File: config.mk
export PLATFORM = sky130hd
export DESIGN_NAME = spi_cmd_engine
export DESIGN_NICKNAME = d
export VERILOG_FILES = /design/src/rtl/spi_cmd_pkg.sv /design/src/rtl/spi_cmd_divider.sv /design/src/rtl/spi_cmd_regs.sv /design/src/rtl/spi_cmd_shifter.sv /design/src/rtl/spi_cmd_engine.sv
export SDC_FILE = /design/constraint.sdc
export NUM_CORES = 1
export LEC_CHECK = 0
export ABC_AREA = 1
export BUFFER_PORTS_ARGS = -buffer_cell sky130_fd_sc_hd__buf_2
export CAP_MARGIN = 30
export CORE_AREA = 10 10 144 146
export CTS_CLUSTER_SIZE = 14
export DETAILED_ROUTE_END_ITERATION = 10
export DIE_AREA = 0 0 154 156
export GPL_TIMING_DRIVEN = 1
export PLACE_DENSITY = 0.52
export REMOVE_ABC_BUFFERS = 1
export SYNTH_ARGS = -nofsm -noshare
export SYNTH_HDL_FRONTEND = slang
export SYNTH_SLANG_ARGS = --single-unit
File: constraint.sdc
create_clock -name clk -period 5.3 [get_ports clk]
set_input_delay 0.53 -clock clk [delete_from_list [all_inputs] [get_ports clk]]
set_output_delay 0.53 -clock clk [all_outputs]
set_load 0.02 [all_outputs]
File: src/rtl/spi_cmd_pkg.sv
package spi_cmd_pkg;
    localparam int CNT_W = 4;
    localparam logic [CNT_W-1:0] MAX_TX = 4'd8;
    localparam logic [CNT_W-1:0] MAX_RX = 4'd4;
    localparam int DIV_LSB = 12;
    localparam int BUSY_BIT = 16;
    localparam int START_BIT = 8;

    localparam logic [1:0] ADDR_CTRL = 2'd0;
    localparam logic [1:0] ADDR_CMD  = 2'd1;
    localparam logic [1:0] ADDR_DATA = 2'd2;

    typedef enum logic [1:0] {
        ST_IDLE  = 2'd0,
        ST_SHIFT = 2'd1,
        ST_TAIL  = 2'd2
    } eng_state_e;
endpackage

File: src/rtl/spi_cmd_divider.sv
module spi_cmd_divider #(
    parameter int DIV_W = 4
) (
    input  logic             clk,
    input  logic             rst_n,
    input  logic             en,
    input  logic [DIV_W-1:0] div,
    output logic             tick
);
    logic [DIV_W-1:0] cnt_d, cnt_q;

    always_comb begin
        tick  = en && (cnt_q == div);
        cnt_d = (!en || tick) ? '0 : cnt_q + 1'b1;
    end

    always_ff @(posedge clk or negedge rst_n) begin
        if (!rst_n) cnt_q <= '0;
        else        cnt_q <= cnt_d;
    end
endmodule

File: src/rtl/spi_cmd_regs.sv
module spi_cmd_regs
    import spi_cmd_pkg::*;
#(
    parameter int DIV_W = 4
) (
    input  logic             clk,
    input  logic             rst_n,
    input  logic             reg_wr,
    input  logic [1:0]       reg_addr,
    input  logic [31:0]      reg_wdata,
    output logic [31:0]      reg_rdata,
    input  logic             busy,
    input  logic             rx_we,
    input  logic [1:0]       rx_lane,
    input  logic [7:0]       rx_byte,
    output logic [31:0]      cmd,
    output logic [31:0]      data,
    output logic [CNT_W-1:0] tx_cnt,
    output logic [CNT_W-1:0] rx_cnt,
    output logic [DIV_W-1:0] div,
    output logic             launch
);
    typedef struct packed {
        logic [31:0]      cmd;
        logic [31:0]      data;
        logic [CNT_W-1:0] tx;
        logic [CNT_W-1:0] rx;
        logic [DIV_W-1:0] div;
    } regs_t;

    regs_t r_d, r_q;
    logic [CNT_W-1:0] tx_cl, rx_cl;
    logic wdata_unused;

    assign wdata_unused = ^{reg_wdata[31:DIV_LSB+DIV_W], reg_wdata[DIV_LSB-1:START_BIT+1]};

    always_comb begin
        tx_cl = (reg_wdata[3:0] > MAX_TX) ? MAX_TX : reg_wdata[3:0];
        rx_cl = (reg_wdata[7:4] > MAX_RX) ? MAX_RX : reg_wdata[7:4];
        r_d    = r_q;
        launch = 1'b0;
        if (reg_wr && !busy) begin
            case (reg_addr)
                ADDR_CTRL: begin
                    r_d.tx  = tx_cl;
                    r_d.rx  = rx_cl;
                    r_d.div = reg_wdata[DIV_LSB +: DIV_W];
                    launch  = reg_wdata[START_BIT] && ((tx_cl != '0) || (rx_cl != '0));
                end
                ADDR_CMD:  r_d.cmd  = reg_wdata;
                ADDR_DATA: r_d.data = reg_wdata;
                default: ;
            endcase
        end
        for (int l = 0; l < 4; l++) begin
            if (rx_we && (rx_lane == l[1:0])) r_d.data[8*l +: 8] = rx_byte;
        end
    end

    always_ff @(posedge clk or negedge rst_n) begin
        if (!rst_n) r_q <= '0;
        else        r_q <= r_d;
    end

    always_comb begin
        reg_rdata = '0;
        case (reg_addr)
            ADDR_CTRL: begin
                reg_rdata[3:0]               = r_q.tx;
                reg_rdata[7:4]               = r_q.rx;
                reg_rdata[DIV_LSB +: DIV_W]  = r_q.div;
                reg_rdata[BUSY_BIT]          = busy;
            end
            ADDR_CMD:  reg_rdata = r_q.cmd;
            ADDR_DATA: reg_rdata = r_q.data;
            default:   reg_rdata = '0;
        endcase
    end

    assign cmd    = r_q.cmd;
    assign data   = r_q.data;
    assign tx_cnt = r_q.tx;
    assign rx_cnt = r_q.rx;
    assign div    = r_q.div;
endmodule

File: src/rtl/spi_cmd_shifter.sv
module spi_cmd_shifter
    import spi_cmd_pkg::*;
(
    input  logic             clk,
    input  logic             rst_n,
    input  logic             launch,
    input  logic             tick,
    input  logic [CNT_W-1:0] tx_cnt,
    input  logic [CNT_W-1:0] rx_cnt,
    input  logic [31:0]      cmd,
    input  logic [31:0]      data,
    input  logic             miso,
    output logic             sck,
    output logic             cs_n,
    output logic             mosi,
    output logic             busy,
    output logic             done,
    output logic             rx_we,
    output logic [1:0]       rx_lane,
    output logic [7:0]       rx_byte
);
    typedef struct packed {
        eng_state_e state;
        logic       sck;
        logic       cs_n;
        logic [6:0] bit_idx;
        logic [6:0] rx_sh;
        logic       done;
    } eng_t;

    eng_t s_d, s_q;
    logic [3:0] byte_idx;
    logic [3:0] last_byte;
    logic       in_rx;
    logic       last_bit;
    logic [7:0] cur_tx;

    function automatic logic [7:0] pick_tx(input logic [3:0] idx,
                                           input logic [31:0] c,
                                           input logic [31:0] d);
        case (idx)
            4'd0:    pick_tx = c[7:0];
            4'd1:    pick_tx = c[31:24];
            4'd2:    pick_tx = c[23:16];
            4'd3:    pick_tx = c[15:8];
            4'd4:    pick_tx = d[7:0];
            4'd5:    pick_tx = d[15:8];
            4'd6:    pick_tx = d[23:16];
            4'd7:    pick_tx = d[31:24];
            default: pick_tx = 8'h00;
        endcase
    endfunction

    always_comb begin
        byte_idx  = s_q.bit_idx[6:3];
        last_byte = tx_cnt + rx_cnt - 4'd1;
        in_rx     = (byte_idx >= tx_cnt);
        last_bit  = (byte_idx == last_byte) && (s_q.bit_idx[2:0] == 3'd7);
        cur_tx    = pick_tx(byte_idx, cmd, data);
        rx_lane   = byte_idx[1:0] - tx_cnt[1:0];
        rx_byte   = {s_q.rx_sh, miso};
        rx_we     = 1'b0;

        s_d      = s_q;
        s_d.done = 1'b0;
        case (s_q.state)
            ST_IDLE: begin
                if (launch) begin
                    s_d.state   = ST_SHIFT;
                    s_d.cs_n    = 1'b0;
                    s_d.sck     = 1'b0;
                    s_d.bit_idx = '0;
                end
            end
            ST_SHIFT: begin
                if (tick) begin
                    if (!s_q.sck) begin
                        s_d.sck = 1'b1;
                        if (in_rx) begin
                            s_d.rx_sh = {s_q.rx_sh[5:0], miso};
                            rx_we     = (s_q.bit_idx[2:0] == 3'd7);
                        end
                    end else begin
                        s_d.sck = 1'b0;
                        if (last_bit) s_d.state   = ST_TAIL;
                        else          s_d.bit_idx = s_q.bit_idx + 7'd1;
                    end
                end
            end
            ST_TAIL: begin
                if (tick) begin
                    s_d.state = ST_IDLE;
                    s_d.cs_n  = 1'b1;
                    s_d.done  = 1'b1;
                end
            end
            default: s_d.state = ST_IDLE;
        endcase
    end

    always_ff @(posedge clk or negedge rst_n) begin
        if (!rst_n) begin
            s_q         <= '0;
            s_q.state   <= ST_IDLE;
            s_q.cs_n    <= 1'b1;
        end else begin
            s_q <= s_d;
        end
    end

    assign sck  = s_q.sck;
    assign cs_n = s_q.cs_n;
    assign busy = (s_q.state != ST_IDLE);
    assign done = s_q.done;
    assign mosi = (s_q.state == ST_SHIFT) && !in_rx && cur_tx[3'd7 - s_q.bit_idx[2:0]];
endmodule

File: src/rtl/spi_cmd_engine.sv
module spi_cmd_engine
    import spi_cmd_pkg::*;
#(
    parameter int DIV_W = 4
) (
    input  logic        clk,
    input  logic        rst_n,
    input  logic        reg_wr,
    input  logic [1:0]  reg_addr,
    input  logic [31:0] reg_wdata,
    output logic [31:0] reg_rdata,
    output logic        sck,
    output logic        mosi,
    input  logic        miso,
    output logic        cs_n,
    output logic        done
);
    logic [31:0]      cmd_w, data_w;
    logic [CNT_W-1:0] tx_w, rx_w;
    logic [DIV_W-1:0] div_w;
    logic             launch_w, busy_w, tick_w;
    logic             rx_we_w;
    logic [1:0]       rx_lane_w;
    logic [7:0]       rx_byte_w;

    spi_cmd_regs #(.DIV_W(DIV_W)) u_regs (
        .clk(clk), .rst_n(rst_n),
        .reg_wr(reg_wr), .reg_addr(reg_addr), .reg_wdata(reg_wdata), .reg_rdata(reg_rdata),
        .busy(busy_w), .rx_we(rx_we_w), .rx_lane(rx_lane_w), .rx_byte(rx_byte_w),
        .cmd(cmd_w), .data(data_w), .tx_cnt(tx_w), .rx_cnt(rx_w), .div(div_w),
        .launch(launch_w)
    );

    spi_cmd_divider #(.DIV_W(DIV_W)) u_div (
        .clk(clk), .rst_n(rst_n), .en(busy_w), .div(div_w), .tick(tick_w)
    );

    spi_cmd_shifter u_shift (
        .clk(clk), .rst_n(rst_n), .launch(launch_w), .tick(tick_w),
        .tx_cnt(tx_w), .rx_cnt(rx_w), .cmd(cmd_w), .data(data_w), .miso(miso),
        .sck(sck), .cs_n(cs_n), .mosi(mosi), .busy(busy_w), .done(done),
        .rx_we(rx_we_w), .rx_lane(rx_lane_w), .rx_byte(rx_byte_w)
    );
endmodule

* Yosys cells after proc, flatten, opt, wreduce, memory -nomap -nowiden
Index checks and enable logic that the tools add are counted.
Storage, ports and cells: bits in registers 99, bits in latches 0, RAM bits 0, memory bits (read-only) 0, input port bits 38, output and inout port bits 36, memories 0
Operators by class: add/subtract/negate cells 6, multipliers 0, divide/modulo/power cells 0, magnitude comparators 4, eq/ne operators 23, shift operators 0, multiplexer cells 41, bitwise gates (word level) 1, reductions and logical operators 42
Operator list (count):
- one-hot mux 8 bit (8 select lines) | 1
- 2-to-1 mux 44 bit | 1
- 2-to-1 mux 32 bit | 1
- 2-to-1 mux 8 bit | 4
- one-hot mux 15 bit (2 select lines) | 1
- 2-to-1 mux 7 bit | 4
- one-hot mux 8 bit (3 select lines) | 1
- nonzero test 2 bit | 11
- equality test 4 x 3 -> 1 bit (second input constant) | 4
- one-hot mux 5 bit (3 select lines) | 1
- 2-to-1 mux 14 bit | 1
- one-hot mux 7 bit (2 select lines) | 1
- 2-to-1 mux 12 bit | 1
- 2-to-1 mux 4 bit | 3
- AND reduction 2 bit | 6
- 2-to-1 mux 1 bit | 11
- 2-to-1 mux 11 bit | 1
- logical AND 1 bit | 10
- AND reduction 5 bit | 2
- equality test 2 bit (second input constant) | 4
- equality test 4 x 2 -> 1 bit (second input constant) | 2
- equality test 4 bit | 2
- != test 2 bit (second input constant) | 4
- one-hot mux 4 bit (2 select lines) | 1
- 27 further kinds | 39

* Longest topological paths before layout
word-level depth 9, depth in mapped cells 16, mapped depth without buffers 16

* Hierarchy
Synthesis repeated with hierarchy kept, for this count alone.
Second synthesis, totals: cell total of the unflattened synthesis 913, area total of the unflattened synthesis 6456.2 µm²
By module, submodules not included:
- spi_cmd_regs | times used 1, cells each 568, area an instance 4195.3 µm², sequential area each 1901.8 µm²
- spi_cmd_shifter | times used 1, cells each 306, area an instance 2006.9 µm², sequential area each 476.7 µm²
- spi_cmd_divider | times used 1, cells each 39, area an instance 254.0 µm², sequential area each 100.1 µm²

* Least setup slack after synthesis
Ideal clock, no wire load.
kind register to output, start reg u_shift.s_q, in the netlist u_shift.byte_idx[0], end out mosi, arrival time 2.054 ns, data required time 4.770 ns, slack 2.716 ns, cell stages (with the launch flop) 13, path buffers 1, cell sequence dfrtp_1 -> buf_4 -> inv_1 -> ha_1 -> inv_1 -> fa_1 -> nand3_1 -> nand2_1 -> nor2_1 -> inv_2 -> nor3_1 -> nand2_1 -> nor2_1
On the way: word-level cells in the longest chain between the ends 5
Ends and longest elaborated chain:
- start: declaration | RTL line spi_cmd_shifter.sv:31 | eng_t s_d, s_q;
- equality test 4 x 3 -> 1 bit (tied with other cells) | RTL line spi_cmd_shifter.sv:41 | case (idx)
- one-hot mux 8 bit (8 select lines) | RTL line spi_cmd_shifter.sv:41
- binary-select mux 1 bit (select 3 bit) | RTL line spi_cmd_shifter.sv:115 | assign mosi = (s_q.state == ST_SHIFT) && !in_rx && cur_tx[3'd7 - s_q.bit_idx[2:0]];
- 2-to-1 mux 1 bit (implied by the code) | RTL line spi_cmd_shifter.sv:115
- logical AND 1 bit * | RTL line spi_cmd_shifter.sv:115
- end: declaration | RTL line spi_cmd_engine.sv:13 | output logic mosi,
Mark *: on every way between the ends. The rest lies on a longest branch, timed or not. The select of a mux whose other input is x is not followed.

* Final worst setup path
Same ends and word-level chain as after synthesis.

==> results.md <==
* Worst-path maximum fanout at 8
* Cell Pwr Density at 460 nW/um^2
* Asr flop ratio synth at 1.00
* Register area share after synthesis at 0.406
* Diode count at 0
* Initial core utilization at 0.342
* Slowest CP cell: dfrtp_1
* Critical setup path kind: register to output port
* CTS HTree Levels at 3
* Antenna violations before repair at 0
* Share of power burned in registers at 0.425
* Post-synth cell types at 39
* # rows at 49
* Drt wl/cell at 18.5 um
* Slew headroom at 0.352
* Max-slew violations at 0
* Pin count of the biggest net entering global routing at 63
* Post-DP Area at 6610 um^2
* Multi-input gate area at 3150 um^2
* # setup viols final at 0
* Worst-path cell chain: inv_1 -> ha_1 -> inv_1 -> fa_1 -> nand3_1 -> nand2_1 -> nor2_1 -> inv_2 -> nor3_1 -> nand2_1 -> nor2_1 -> buf_2
* Worst-path clk slew at 0.07 ns
* Tcrit/Tclk final at 0.641
* Post-CTS Setup Bufs at 0
* Detailed Place HPWL at 14.9 mm
* Hold-fix buffers, CTS at 0
* Share of post-route cells with drive strength above 1 at 0.170
* Via/cell ratio at 5.14
* Outcome: completed
* I/O pins at 74
* Vias in the first global route at 5616
* Worst-Margin Slew at 0.968 ns
* Cell Int Power at 1.88 mW
* Crit. End Element: output port
* Final GP Congestion at 0.859
* DRC viols at 0
* Cells after Synth at 806
* Syn. warnings at 0
* Worst VDD drop at 190 uV
* Clk Latency, worst-skew pair at 0.36 ns
* EDFF count, synth at 0
* First-pass GRT wire length at 32.1 mm
* Finished Cell Area at 6890 um^2
* #FFs+latches synth at 99
* CTS Sinks at 99
* Final hold vios at 0
* Crit path DAT at 2.87 ns
* Max Freq at 294 MHz
* RSZ-0062 raised after global routing: no
* Die ar. at 24000 um^2
* Die height at 156 um
* Via count at 5624
* Setup Skew at 0.0137 ns
* Synth Flop Type: dfrtp_1
* CP delay by family, top: simple AND/OR/NAND/NOR gates
* Hold crit path type: input pin to asynchronous set/reset pin
* Reg area at 2480 um^2
* Leak Pwr at 3.40 nW
* CTS Buf Count at 9
* PortBufs at 73
* Root buf cell: clkbuf_16
* Gr usage total at 0.167
* Crit path largest cell delay at 0.49 ns
* Sw power at 1.29 mW
* CTS tree: done
* Max-cap violations at 0
* # fillers at 1902
* Antenna-violating nets left at 0
* Routed wire length at 20.3 mm
* Mean cell area of the mapped netlist at 7.58 um^2
* First-pass iteration count of the detailed router at 5
* Switch share at 0.406
* Global route total overflow at 0
* Tot Pwr at 3.17 mW
* Crit path time final at 3.40 ns
* CP required at 4.77 ns
* Setup TNS at 0 ns
* Post-CTS Resized at 0
* Mapped Area at 6110 um^2
* WP buf/inv at 4
* Comb pwr share at 0.362
* Detailed Route Iter0 Violations at 451
* Core ar. at 17800 um^2
* Area delta synth->final at 12.8%
* Clock share of power at 0.213
* Die W at 154 um
* Final net count at 915
* Startpoint Class: register
* Maximum clock path buffer count at 2
* Final Util at 0.386
kinds of logic (layout without fill, tap and decap cells):
logic type | count (synthesis) | count (layout) | synth area share
adders and majority gates | 17 | 17 | 0.0373
buffers and inverters | 111 | 170 | 0.0786
AOI/OAI and AO/OA | 76 | 76 | 0.0723
xor gates and xnor gates | 14 | 14 | 0.0201
and+or+nand+nor | 469 | 469 | 0.349
muxes | 20 | 20 | 0.0369
DFF | 99 | 99 | 0.406
placed cells by master (no fill, tap or decap), types with 15 or more instances in the layout:
cell / count
a21oi_1: 22
buf_2: 72
dfrtp_1: 98
ha_1: 15
inv_1: 70
mux2_2: 20
nand2_1: 239
nand3_1: 149
nor2_1: 39
o21ai_0: 28
metrics by stage:
| step | setup slack (ns) | instances | hold slack, ns |
|---|---|---|---|
| global route | 1.72 | 1094 | 0.176 |
| CTS | 1.89 | 1094 | 0.161 |
| finish | 1.90 | 1094 | 0.140 |
| detailed placement | 2.27 | 1078 | 0.481 |
| global placement | 2.22 | 1077 | 0.484 |
| floorplan | 2.57 | 771 | 0.234 |
state kept, by name, indices dropped and copies added (netlist names):
signal,cells
u_regs.cmd,32
u_regs.data,32
u_shift.rx_byte,7
u_shift.s_q,5
u_div.cnt_q,4
u_regs.div,4
u_regs.rx_cnt,4
u_regs.tx_cnt,4
u_shift.byte_idx,4
u_shift.cs_n,1
u_shift.done,1
u_shift.sck,1
cells in the mapped netlist (6+ instances only):
| cell | number | share of area |
|---|---|---|
| nand2_2 | 6 | 0.0061 |
| o211ai_1 | 7 | 0.0086 |
| nor2_1 | 39 | 0.024 |
| nand4_1 | 6 | 0.0061 |
| o21ai_1 | 8 | 0.0066 |
| mux2_2 | 20 | 0.037 |
| nor2_2 | 7 | 0.0072 |
| nor2_4 | 7 | 0.013 |
| nand3_1 | 149 | 0.12 |
| a21oi_1 | 22 | 0.018 |
| xor2_1 | 11 | 0.016 |
| nand2_1 | 239 | 0.15 |
| inv_1 | 70 | 0.043 |
| clkbuf_1 | 13 | 0.0080 |
| buf_2 | 14 | 0.011 |
| o21ai_0 | 28 | 0.023 |
| dfrtp_1 | 98 | 0.40 |
| ha_1 | 15 | 0.031 |
area by class of cell:
type / instances / share of cell area
multi-input cells: 596 / 0.457
flip-flops and latches: 99 / 0.360
repair buffers: 78 / 0.0588
well taps: 229 / 0.0416
inverters: 76 / 0.0414
clock buffers: 13 / 0.0349
clock inverters: 3 / 0.00672
power groups by stage:
stage | clock network [mW] | registers, mW | logic [mW]
floorplan | 0 | 1.26 | 0.862
global placement | 0 | 1.35 | 1.14
detailed placement | 0 | 1.35 | 1.16
CTS | 0.688 | 1.34 | 1.16
global route | 0.722 | 1.38 | 1.31
finish | 0.677 | 1.35 | 1.15
final timing paths:
check / start / endpoint / slack, ns / cells after the start
worst max register to register: u_shift.byte_idx[0] / u_regs.data[14] / 2.35 / 11
worst max-delay path: u_shift.byte_idx[0] / mosi / 1.90 / 12
worst min register to register: u_shift.cs_n / u_shift.cs_n / 0.49 / 2
worst min-delay path: rst_n / u_shift.done / 0.14 / 1
min in group clk: reg_wdata[18] / u_regs.data[18] / 0.39 / 3
max in group asynchronous: rst_n / u_regs.cmd[17] / 3.92 / 2
per-layer routing:
metal  vias up  global-route usage  part of all wire
li1       2755                   -                 -
met1      2697               0.219              0.45
met2       152               0.276              0.48
met3        20              0.0298             0.046
met4         0              0.0459             0.016
met5         -                   0                 0
(Power assumes the default switching activity.)
